File: config.mk
export PLATFORM = sky130hd
export DESIGN_NAME = link_dvs_ctrl
export DESIGN_NICKNAME = d
export VERILOG_FILES = /design/src/rtl/dvs_pkg.sv /design/src/rtl/dvs_hist_acc.sv /design/src/rtl/dvs_util_calc.sv /design/src/rtl/dvs_ewma_bank.sv /design/src/rtl/dvs_decide.sv /design/src/rtl/link_dvs_ctrl.sv
export SDC_FILE = /design/constraint.sdc
export NUM_CORES = 1
export LEC_CHECK = 0
export BUFFER_PORTS_ARGS = -buffer_cell sky130_fd_sc_hd__buf_2
export CORE_ASPECT_RATIO = 1.2
export CORE_MARGIN = 2
export CORE_UTILIZATION = 68
export CTS_CLUSTER_DIAMETER = 100
export DETAILED_ROUTE_END_ITERATION = 10
export GPL_TIMING_DRIVEN = 0
export PLACE_DENSITY = 0.9
export SLEW_MARGIN = 20
export SYNTH_ARGS = -nofsm -noshare
export SYNTH_HDL_FRONTEND = slang
export SYNTH_HIERARCHICAL = 1
export SYNTH_SLANG_ARGS = --single-unit
File: constraint.sdc
create_clock -name clk -period 45.9 [get_ports clk]
set_input_delay 4.59 -clock clk [delete_from_list [all_inputs] [get_ports clk]]
set_output_delay 4.59 -clock clk [all_outputs]
set_load 0.005 [all_outputs]
File: src/rtl/dvs_pkg.sv
package dvs_pkg;
  localparam int FRAC = 8;
  localparam int UW   = FRAC + 1;

  typedef logic [UW-1:0] frac_t;
  localparam frac_t ONE = {1'b1, {FRAC{1'b0}}};

  typedef enum logic [1:0] {
    STEP_HOLD   = 2'd0,
    STEP_SLOWER = 2'd1,
    STEP_FASTER = 2'd2
  } step_e;

  // (3*cur + prev) / 4 using one shift and two adds
  function automatic frac_t ewma_w3(frac_t cur, frac_t prev);
    logic [UW+1:0] acc;
    acc = {1'b0, cur, 1'b0} + {2'b00, cur} + {2'b00, prev};
    return acc[UW+1:2];
  endfunction

  function automatic step_e pick_step(frac_t lu, frac_t lo, frac_t hi);
    if (lu < lo) return STEP_SLOWER;
    if (lu > hi) return STEP_FASTER;
    return STEP_HOLD;
  endfunction
endpackage

File: src/rtl/dvs_hist_acc.sv
module dvs_hist_acc #(
  parameter int WIN = 200,
  parameter int CAP = 128,
  localparam int CNT_W  = (WIN > 1) ? $clog2(WIN) : 1,
  localparam int BUSY_W = $clog2(WIN + 1),
  localparam int OCC_W  = $clog2(CAP + 1),
  localparam int SUM_W  = $clog2(WIN * CAP + 1)
) (
  input  logic              clk,
  input  logic              rst_n,
  input  logic              link_flit,
  input  logic [OCC_W-1:0]  occ,
  output logic              win_end,
  output logic [BUSY_W-1:0] busy_tot,
  output logic [SUM_W-1:0]  occ_tot
);
  logic [CNT_W-1:0]  cnt_q;
  logic [BUSY_W-1:0] busy_q;
  logic [SUM_W-1:0]  occ_q;
  logic [OCC_W-1:0]  occ_c;

  assign occ_c    = (occ > OCC_W'(CAP)) ? OCC_W'(CAP) : occ;
  assign win_end  = (cnt_q == CNT_W'(WIN - 1));
  assign busy_tot = busy_q + BUSY_W'(link_flit);
  assign occ_tot  = occ_q + SUM_W'(occ_c);

  always_ff @(posedge clk or negedge rst_n) begin
    if (!rst_n) begin
      cnt_q  <= '0;
      busy_q <= '0;
      occ_q  <= '0;
    end else if (win_end) begin
      cnt_q  <= '0;
      busy_q <= '0;
      occ_q  <= '0;
    end else begin
      cnt_q  <= cnt_q + CNT_W'(1);
      busy_q <= busy_tot;
      occ_q  <= occ_tot;
    end
  end
endmodule

File: src/rtl/dvs_util_calc.sv
module dvs_util_calc
  import dvs_pkg::*;
#(
  parameter int WIN   = 200,
  parameter int CAP   = 128,
  parameter int DIV_W = 4,
  localparam int BUSY_W = $clog2(WIN + 1),
  localparam int SUM_W  = $clog2(WIN * CAP + 1),
  localparam int LW     = BUSY_W + DIV_W + FRAC,
  localparam int BW     = SUM_W + FRAC
) (
  input  logic [BUSY_W-1:0] busy_tot,
  input  logic [SUM_W-1:0]  occ_tot,
  input  logic [DIV_W-1:0]  link_div,
  output frac_t             lu_cur,
  output frac_t             bu_cur
);
  function automatic frac_t link_frac(logic [BUSY_W-1:0] b, logic [DIV_W-1:0] d);
    logic [LW-1:0] num;
    logic [LW-1:0] q;
    num = (LW'(b) * LW'(d)) << FRAC;
    q   = num / LW'(WIN);
    return (q > LW'(ONE)) ? ONE : q[UW-1:0];
  endfunction

  function automatic frac_t buf_frac(logic [SUM_W-1:0] s);
    logic [BW-1:0] num;
    logic [BW-1:0] q;
    num = BW'(s) << FRAC;
    q   = num / BW'(WIN * CAP);
    return (q > BW'(ONE)) ? ONE : q[UW-1:0];
  endfunction

  assign lu_cur = link_frac(busy_tot, link_div);
  assign bu_cur = buf_frac(occ_tot);
endmodule

File: src/rtl/dvs_ewma_bank.sv
module dvs_ewma_bank
  import dvs_pkg::*;
#(
  parameter int N = 2
) (
  input  logic            clk,
  input  logic            rst_n,
  input  logic            upd,
  input  frac_t [N-1:0]   cur,
  output frac_t [N-1:0]   pred,
  output frac_t [N-1:0]   pred_nxt
);
  for (genvar g = 0; g < N; g++) begin : g_lane
    frac_t pred_q;
    assign pred_nxt[g] = ewma_w3(cur[g], pred_q);
    assign pred[g]     = pred_q;
    always_ff @(posedge clk or negedge rst_n) begin
      if (!rst_n)   pred_q <= '0;
      else if (upd) pred_q <= pred_nxt[g];
    end
  end
endmodule

File: src/rtl/dvs_decide.sv
module dvs_decide
  import dvs_pkg::*;
(
  input  frac_t lu_nxt,
  input  frac_t bu_nxt,
  input  frac_t thr_cong,
  input  frac_t thr_lo_light,
  input  frac_t thr_hi_light,
  input  frac_t thr_lo_cong,
  input  frac_t thr_hi_cong,
  output logic  cong_nxt,
  output step_e step_nxt
);
  frac_t lo_sel;
  frac_t hi_sel;

  assign cong_nxt = (bu_nxt >= thr_cong);
  assign lo_sel   = cong_nxt ? thr_lo_cong : thr_lo_light;
  assign hi_sel   = cong_nxt ? thr_hi_cong : thr_hi_light;
  assign step_nxt = pick_step(lu_nxt, lo_sel, hi_sel);
endmodule

File: src/rtl/link_dvs_ctrl.sv
module link_dvs_ctrl
  import dvs_pkg::*;
#(
  parameter int WIN_CYCLES = 200,
  parameter int BUF_CAP    = 128,
  parameter int DIV_W      = 4,
  localparam int OCC_W  = $clog2(BUF_CAP + 1),
  localparam int BUSY_W = $clog2(WIN_CYCLES + 1),
  localparam int SUM_W  = $clog2(WIN_CYCLES * BUF_CAP + 1)
) (
  input  logic             clk,
  input  logic             rst_n,
  input  logic             link_flit,
  input  logic [OCC_W-1:0] buf_occ,
  input  logic [DIV_W-1:0] link_div,
  input  logic [UW-1:0]    thr_cong,
  input  logic [UW-1:0]    thr_lo_light,
  input  logic [UW-1:0]    thr_hi_light,
  input  logic [UW-1:0]    thr_lo_cong,
  input  logic [UW-1:0]    thr_hi_cong,
  output logic             req_valid,
  output logic             step_faster,
  output logic             step_slower,
  output logic             congested,
  output logic [UW-1:0]    lu_pred,
  output logic [UW-1:0]    bu_pred
);
  logic              win_end;
  logic [BUSY_W-1:0] busy_tot;
  logic [SUM_W-1:0]  occ_tot;
  frac_t             lu_cur, bu_cur;
  frac_t [1:0]       cur_v, pred_v, nxt_v;
  logic              cong_nxt;
  step_e             step_nxt;
  step_e             step_q;
  logic              valid_q, cong_q;

  dvs_hist_acc #(.WIN(WIN_CYCLES), .CAP(BUF_CAP)) acc_i (
    .clk(clk), .rst_n(rst_n), .link_flit(link_flit), .occ(buf_occ),
    .win_end(win_end), .busy_tot(busy_tot), .occ_tot(occ_tot)
  );

  dvs_util_calc #(.WIN(WIN_CYCLES), .CAP(BUF_CAP), .DIV_W(DIV_W)) calc_i (
    .busy_tot(busy_tot), .occ_tot(occ_tot), .link_div(link_div),
    .lu_cur(lu_cur), .bu_cur(bu_cur)
  );

  assign cur_v = {bu_cur, lu_cur};

  dvs_ewma_bank #(.N(2)) ewma_i (
    .clk(clk), .rst_n(rst_n), .upd(win_end),
    .cur(cur_v), .pred(pred_v), .pred_nxt(nxt_v)
  );

  dvs_decide dec_i (
    .lu_nxt(nxt_v[0]), .bu_nxt(nxt_v[1]),
    .thr_cong(thr_cong), .thr_lo_light(thr_lo_light), .thr_hi_light(thr_hi_light),
    .thr_lo_cong(thr_lo_cong), .thr_hi_cong(thr_hi_cong),
    .cong_nxt(cong_nxt), .step_nxt(step_nxt)
  );

  always_ff @(posedge clk or negedge rst_n) begin
    if (!rst_n) begin
      valid_q <= 1'b0;
      step_q  <= STEP_HOLD;
      cong_q  <= 1'b0;
    end else begin
      valid_q <= win_end;
      step_q  <= win_end ? step_nxt : STEP_HOLD;
      if (win_end) cong_q <= cong_nxt;
    end
  end

  assign req_valid   = valid_q;
  assign step_faster = (step_q == STEP_FASTER);
  assign step_slower = (step_q == STEP_SLOWER);
  assign congested   = cong_q;
  assign lu_pred     = pred_v[0];
  assign bu_pred     = pred_v[1];
endmodule

After elaboration in Yosys (flattened, before gate mapping)
Cells that the tools add are included.

storage, ports and cells
  output and inout port bits = 22
  input port bits = 60
  bits in registers = 53

cells by class
  add/sub/neg operators = 7
  multipliers = 1
  magnitude comparators = 6
  multiplexer cells = 16
  divide/modulo/power cells = 2
  equality and inequality tests = 3

operators with widths
  operator                                                                          number
  9-bit 2-to-1 mux                                                                  4
  8-bit 2-to-1 mux                                                                  3
  23-bit by 15-bit divider with 23-bit output, second input constant                1
  23-bit by 9-bit greater-than comparator with 1-bit output, second input constant  1
  10-bit by 9-bit adder with 11-bit output                                          2
  11-bit by 9-bit adder with 11-bit output                                          2
  20-bit by 8-bit divider with 20-bit output, second input constant                 1
  20-bit by 9-bit greater-than comparator with 1-bit output, second input constant  1
  15-bit by 8-bit adder with 15-bit output                                          1
  15-bit 2-to-1 mux                                                                 1
  8-bit by 4-bit multiplier with 12-bit output                                      1
  2-bit 2-to-1 mux                                                                  5
  9-bit greater-or-equal comparator                                                 1
  9-bit greater-than comparator                                                     1
  9-bit < comparator                                                                1
  8-bit by 1-bit adder with 8-bit output                                            1
  8-bit by 1-bit adder with 8-bit output, second input constant                     1
  8-bit equality test, second input constant                                        1
  8-bit greater-than comparator, second input constant                              1
  1-bit 2-to-1 mux                                                                  3
  2-bit by 1-bit equality test with 1-bit output, second input constant             1
  2-bit equality test, second input constant                                        1

Depth between registers and ports, before layout
  depth in word-level cells = 16
  gate-level depth with buffers = 77
  depth with buffers taken out = 69

Hierarchy
Netlist, hierarchy kept.

by module, submodules not included
  module         seq. area each (sq um)  times used  cells each  area each (sq um)
  dvs_util_calc  0.0                     1           756         5288.8
  dvs_hist_acc   775.7                   1           183         1870.5
  dvs_ewma_bank  450.4                   1           174         1788.0
  dvs_decide     0.0                     1           102         839.6
  link_dvs_ctrl  100.1                   1           9           142.6

Worst setup path before layout
OpenSTA, ideal clock, no wires.

  path kind = input to register
  from = input port link_flit
  to = register step_q[1]
  required time = 45.780 ns
  buffers on the path = 4
  slack = 26.062 ns
  arrival time = 19.718 ns
  stages on the path = 73
  path through = ha_1 > ha_1 > nand3_1 > nor2_1 > xor2_1 > and2_1 > fa_1 > inv_1 > fa_1 > inv_1 > ha_1 > buf_2 > o211a_1 > o31a_1 > buf_2 > or4_1 > o211ai_2 > o211ai_1 > (+37 left out) > o311a_1 > a31oi_1 > inv_1 > fa_1 > nor2_1 > fa_1 > a211oi_1 > nor2_1 > o21a_1 > or3_1 > and2_1 > ha_1 > nand2_1 > o21ai_1 > a2111oi_1 > a2111oi_0 > a221o_1 > and2_2

RTL lines
  element               RTL line             source
  start, declared       link_dvs_ctrl.sv:13  input logic link_flit,
  end signal, assigned  link_dvs_ctrl.sv:69  step_q <= win_end ? step_nxt : STEP_HOLD;
  end, declared         link_dvs_ctrl.sv:35  step_e step_q;

==> results_dict.tcl <==
set metrics [dict create \
    status "complete, no violations" \
    cap_violations 0 \
    synth_area_um2 9930 \
    path_max_fanout 11 \
    yosysWarnings 6 \
    clkLatencyLatePin_ns 0.30 \
    vias 10000 \
    io_pins 82 \
    synth_common_cells "88 x nand2_1, 88 x nor2_1, 75 x ha_1" \
    ys_top_cells_by_area "dfrtp_1 13%, ha_1 9.5%, fa_1 6.3%" \
    finish.instance_area_um2 10700 \
    drt-pass1-iter-count 5 \
    setup-violations-final 0 \
    vias_per_cell 6.74 \
    rsz0062_at_grt "no" \
    hold_buffers 0 \
    hold_violations 0 \
    clockBufferDepth 2 \
    grt_max_degree 54 \
    synth_top_flop_cell "dfrtp_1" \
    place_area_um2 10600 \
    cp_slowest_cell "fa_1" \
    ys_async_sr_fraction_pct 100 \
    worstPathArrival_ns 22.05 \
    num-nets-final 1478 \
    required_ns 46.10 \
    cts_buffers 5 \
    grt_usage_pct 31.7 \
    fmax_mhz 45.8 \
    crit_path_end_kind "flip-flop" \
    syn-mean-instance-area_um2 8.11 \
    route.detailed.drc 0 \
    start_util_pct 69.2 \
    synth_top_area_share_pct 13.4 \
    port_buffers 81 \
    synth_edf_count 0 \
    finClkSkew_ns 0.00803 \
    final.period_utilization_pct 47.6 \
    syn_to_final_growth_pct 7.84 \
    htree_levels 2 \
    grt_pass1_wl_mm 41.7 \
    cp_common_cell "ha_1" \
    synth-seq-cells 53 \
    diodes 0 \
    core_area_um2 14400 \
    finalSetupTns_ns 0 \
    relSlewSlack_pct 45.1 \
    wl_per_cell_um 16.7 \
    finalMaxSlewViolations 0 \
    initialDrtViolationCount 908 \
    fin_crit_ns 21.85 \
    grt_pass1_vias 9433 \
    die-area_um2 15600 \
    yosysTopAreaCell "dfrtp_1" \
    finalWirelength_mm 24.9 \
    die_h_um 136 \
    critPathKind "in -> reg" \
    clock-sinks 53 \
    tritoncts "done" \
    antenna_found_initial 0 \
    slowest_delay_ns 0.56 \
    synth.distinct_cells 117 \
    dp_hpwl_mm 19.8 \
    synth_fp_nets 1390 \
    postCtsSetupRepairBufs 0 \
    overflow 0 \
    worst_pin_slew_ns 0.819 \
    synthCells 1224 \
    cts_resized 0 \
    drive_gt1_share_pct 16.9 \
    clock-root-buffer "clkbuf_16" \
    routabilityCongestion 0.984 \
    hold_class "reg -> reg" \
    final_core_util_pct 74.6 \
    ys_seq_area_share_pct 13.4 \
    startpoint_type "input port" \
    die_w_um 114 \
    clkSlewWorstSetupHoldPaths_ns 0.07 \
    drtAntennaViolNets 0 \
    rows 48 \
]
[layout make-up]
type,instances,area (µm²)
buffer,43,211
clock buffer,5,125
clock inverter,3,26.3
fill,1061,3650
inverter,74,278
multi-input combinational,1054,8110
sequential,53,1330
tap,175,219
timing repair buffer,81,408
[worst paths after layout]
check | endpoint | startpoint | cells after the start | slack [ns]
max in group asynchronous | ewma_i/g_lane[0].pred_q[5] | rst_n | 1 | 41.10
setup reg to reg | step_q[1] | acc_i/busy_q[0] | 69 | 28.09
setup / recovery | step_q[1] | link_flit | 75 | 24.05
hold / removal | acc_i/cnt_q[0] | acc_i/cnt_q[0] | 1 | 0.48
hold reg to reg | acc_i/cnt_q[0] | acc_i/cnt_q[0] | 1 | 0.48
min in group asynchronous | acc_i/occ_q[6] | rst_n | 1 | 4.32
[stage by stage]
step | instances | hold WS, ns | setup WS (ns)
after floorplan | 1224 | 0.424 | 26.06
after detailed placement | 1480 | 0.470 | 24.00
final | 1488 | 0.481 | 24.05
after CTS | 1488 | 0.480 | 24.22
after global placement | 1480 | 0.445 | 24.35
after global routing | 1488 | 0.502 | 22.54
[registers in the layout, indices dropped and copies added, names as in the netlist]
name / flops
acc_i/cnt_q: 8
acc_i/occ_q: 15
step_q: 2
ewma_i/g_lane.pred_q: 18
congested: 1
req_valid: 1
acc_i/busy_q: 8
[logic make-up (layout without fill, tap and decap cells)]
group,after synthesis,in the layout,synth area share (%)
xor+xnor,56,56,5.02
fa+ha+maj,110,110,16.1
simple gates,423,423,22.9
buf+inv,117,206,4.93
flops,53,53,13.4
compound gates,405,405,31.1
mux,60,60,6.55
[worst max-delay path: cells and delay by family]
family / cells / cell delay, ns
mux: 3 / 0.79
buf+inv: 14 / 1.90
simple gates: 18 / 2.99
fa+ha+maj: 13 / 4.39
compound gates: 25 / 6.92
xor+xnor: 2 / 0.45
[cell usage in the layout (no fill, tap or decap), types with 7 or more instances in the layout]
cell and instances:
nand3_1 29, o211ai_1 19, or4_1 7, a211o_1 10, nor3_1 29, and3_1 11, a21oi_2 8, and2_1 54
nand4_1 21, clkbuf_1 16, a21o_1 14, ha_1 75, o21ai_1 17, a221oi_1 8, o221ai_1 7, a21oi_1 70
fa_1 31, mux2_2 19, a211oi_1 26, xor2_1 21, buf_2 99, o21ai_0 57, xnor2_1 34, a211oi_2 7
nor2b_1 19, inv_1 70, nand2_1 88, a31oi_1 16, or2_1 7, or3_1 16, dfrtp_1 53, nor2_1 88
nand2b_1 12, o21a_1 17, mux2i_1 35
[per-layer routing]
metal	part of all wire, %	up-vias	GRT usage [%]
li1	-	4799	-
met1	41	4760	39.8
met2	51	418	56.9
met3	6.1	54	4.32
met4	1.9	0	8.60
met5	0	-	0
Power is not shown: default switching activity piles up to over one toggle a cycle in this logic, so the estimate is an artifact.
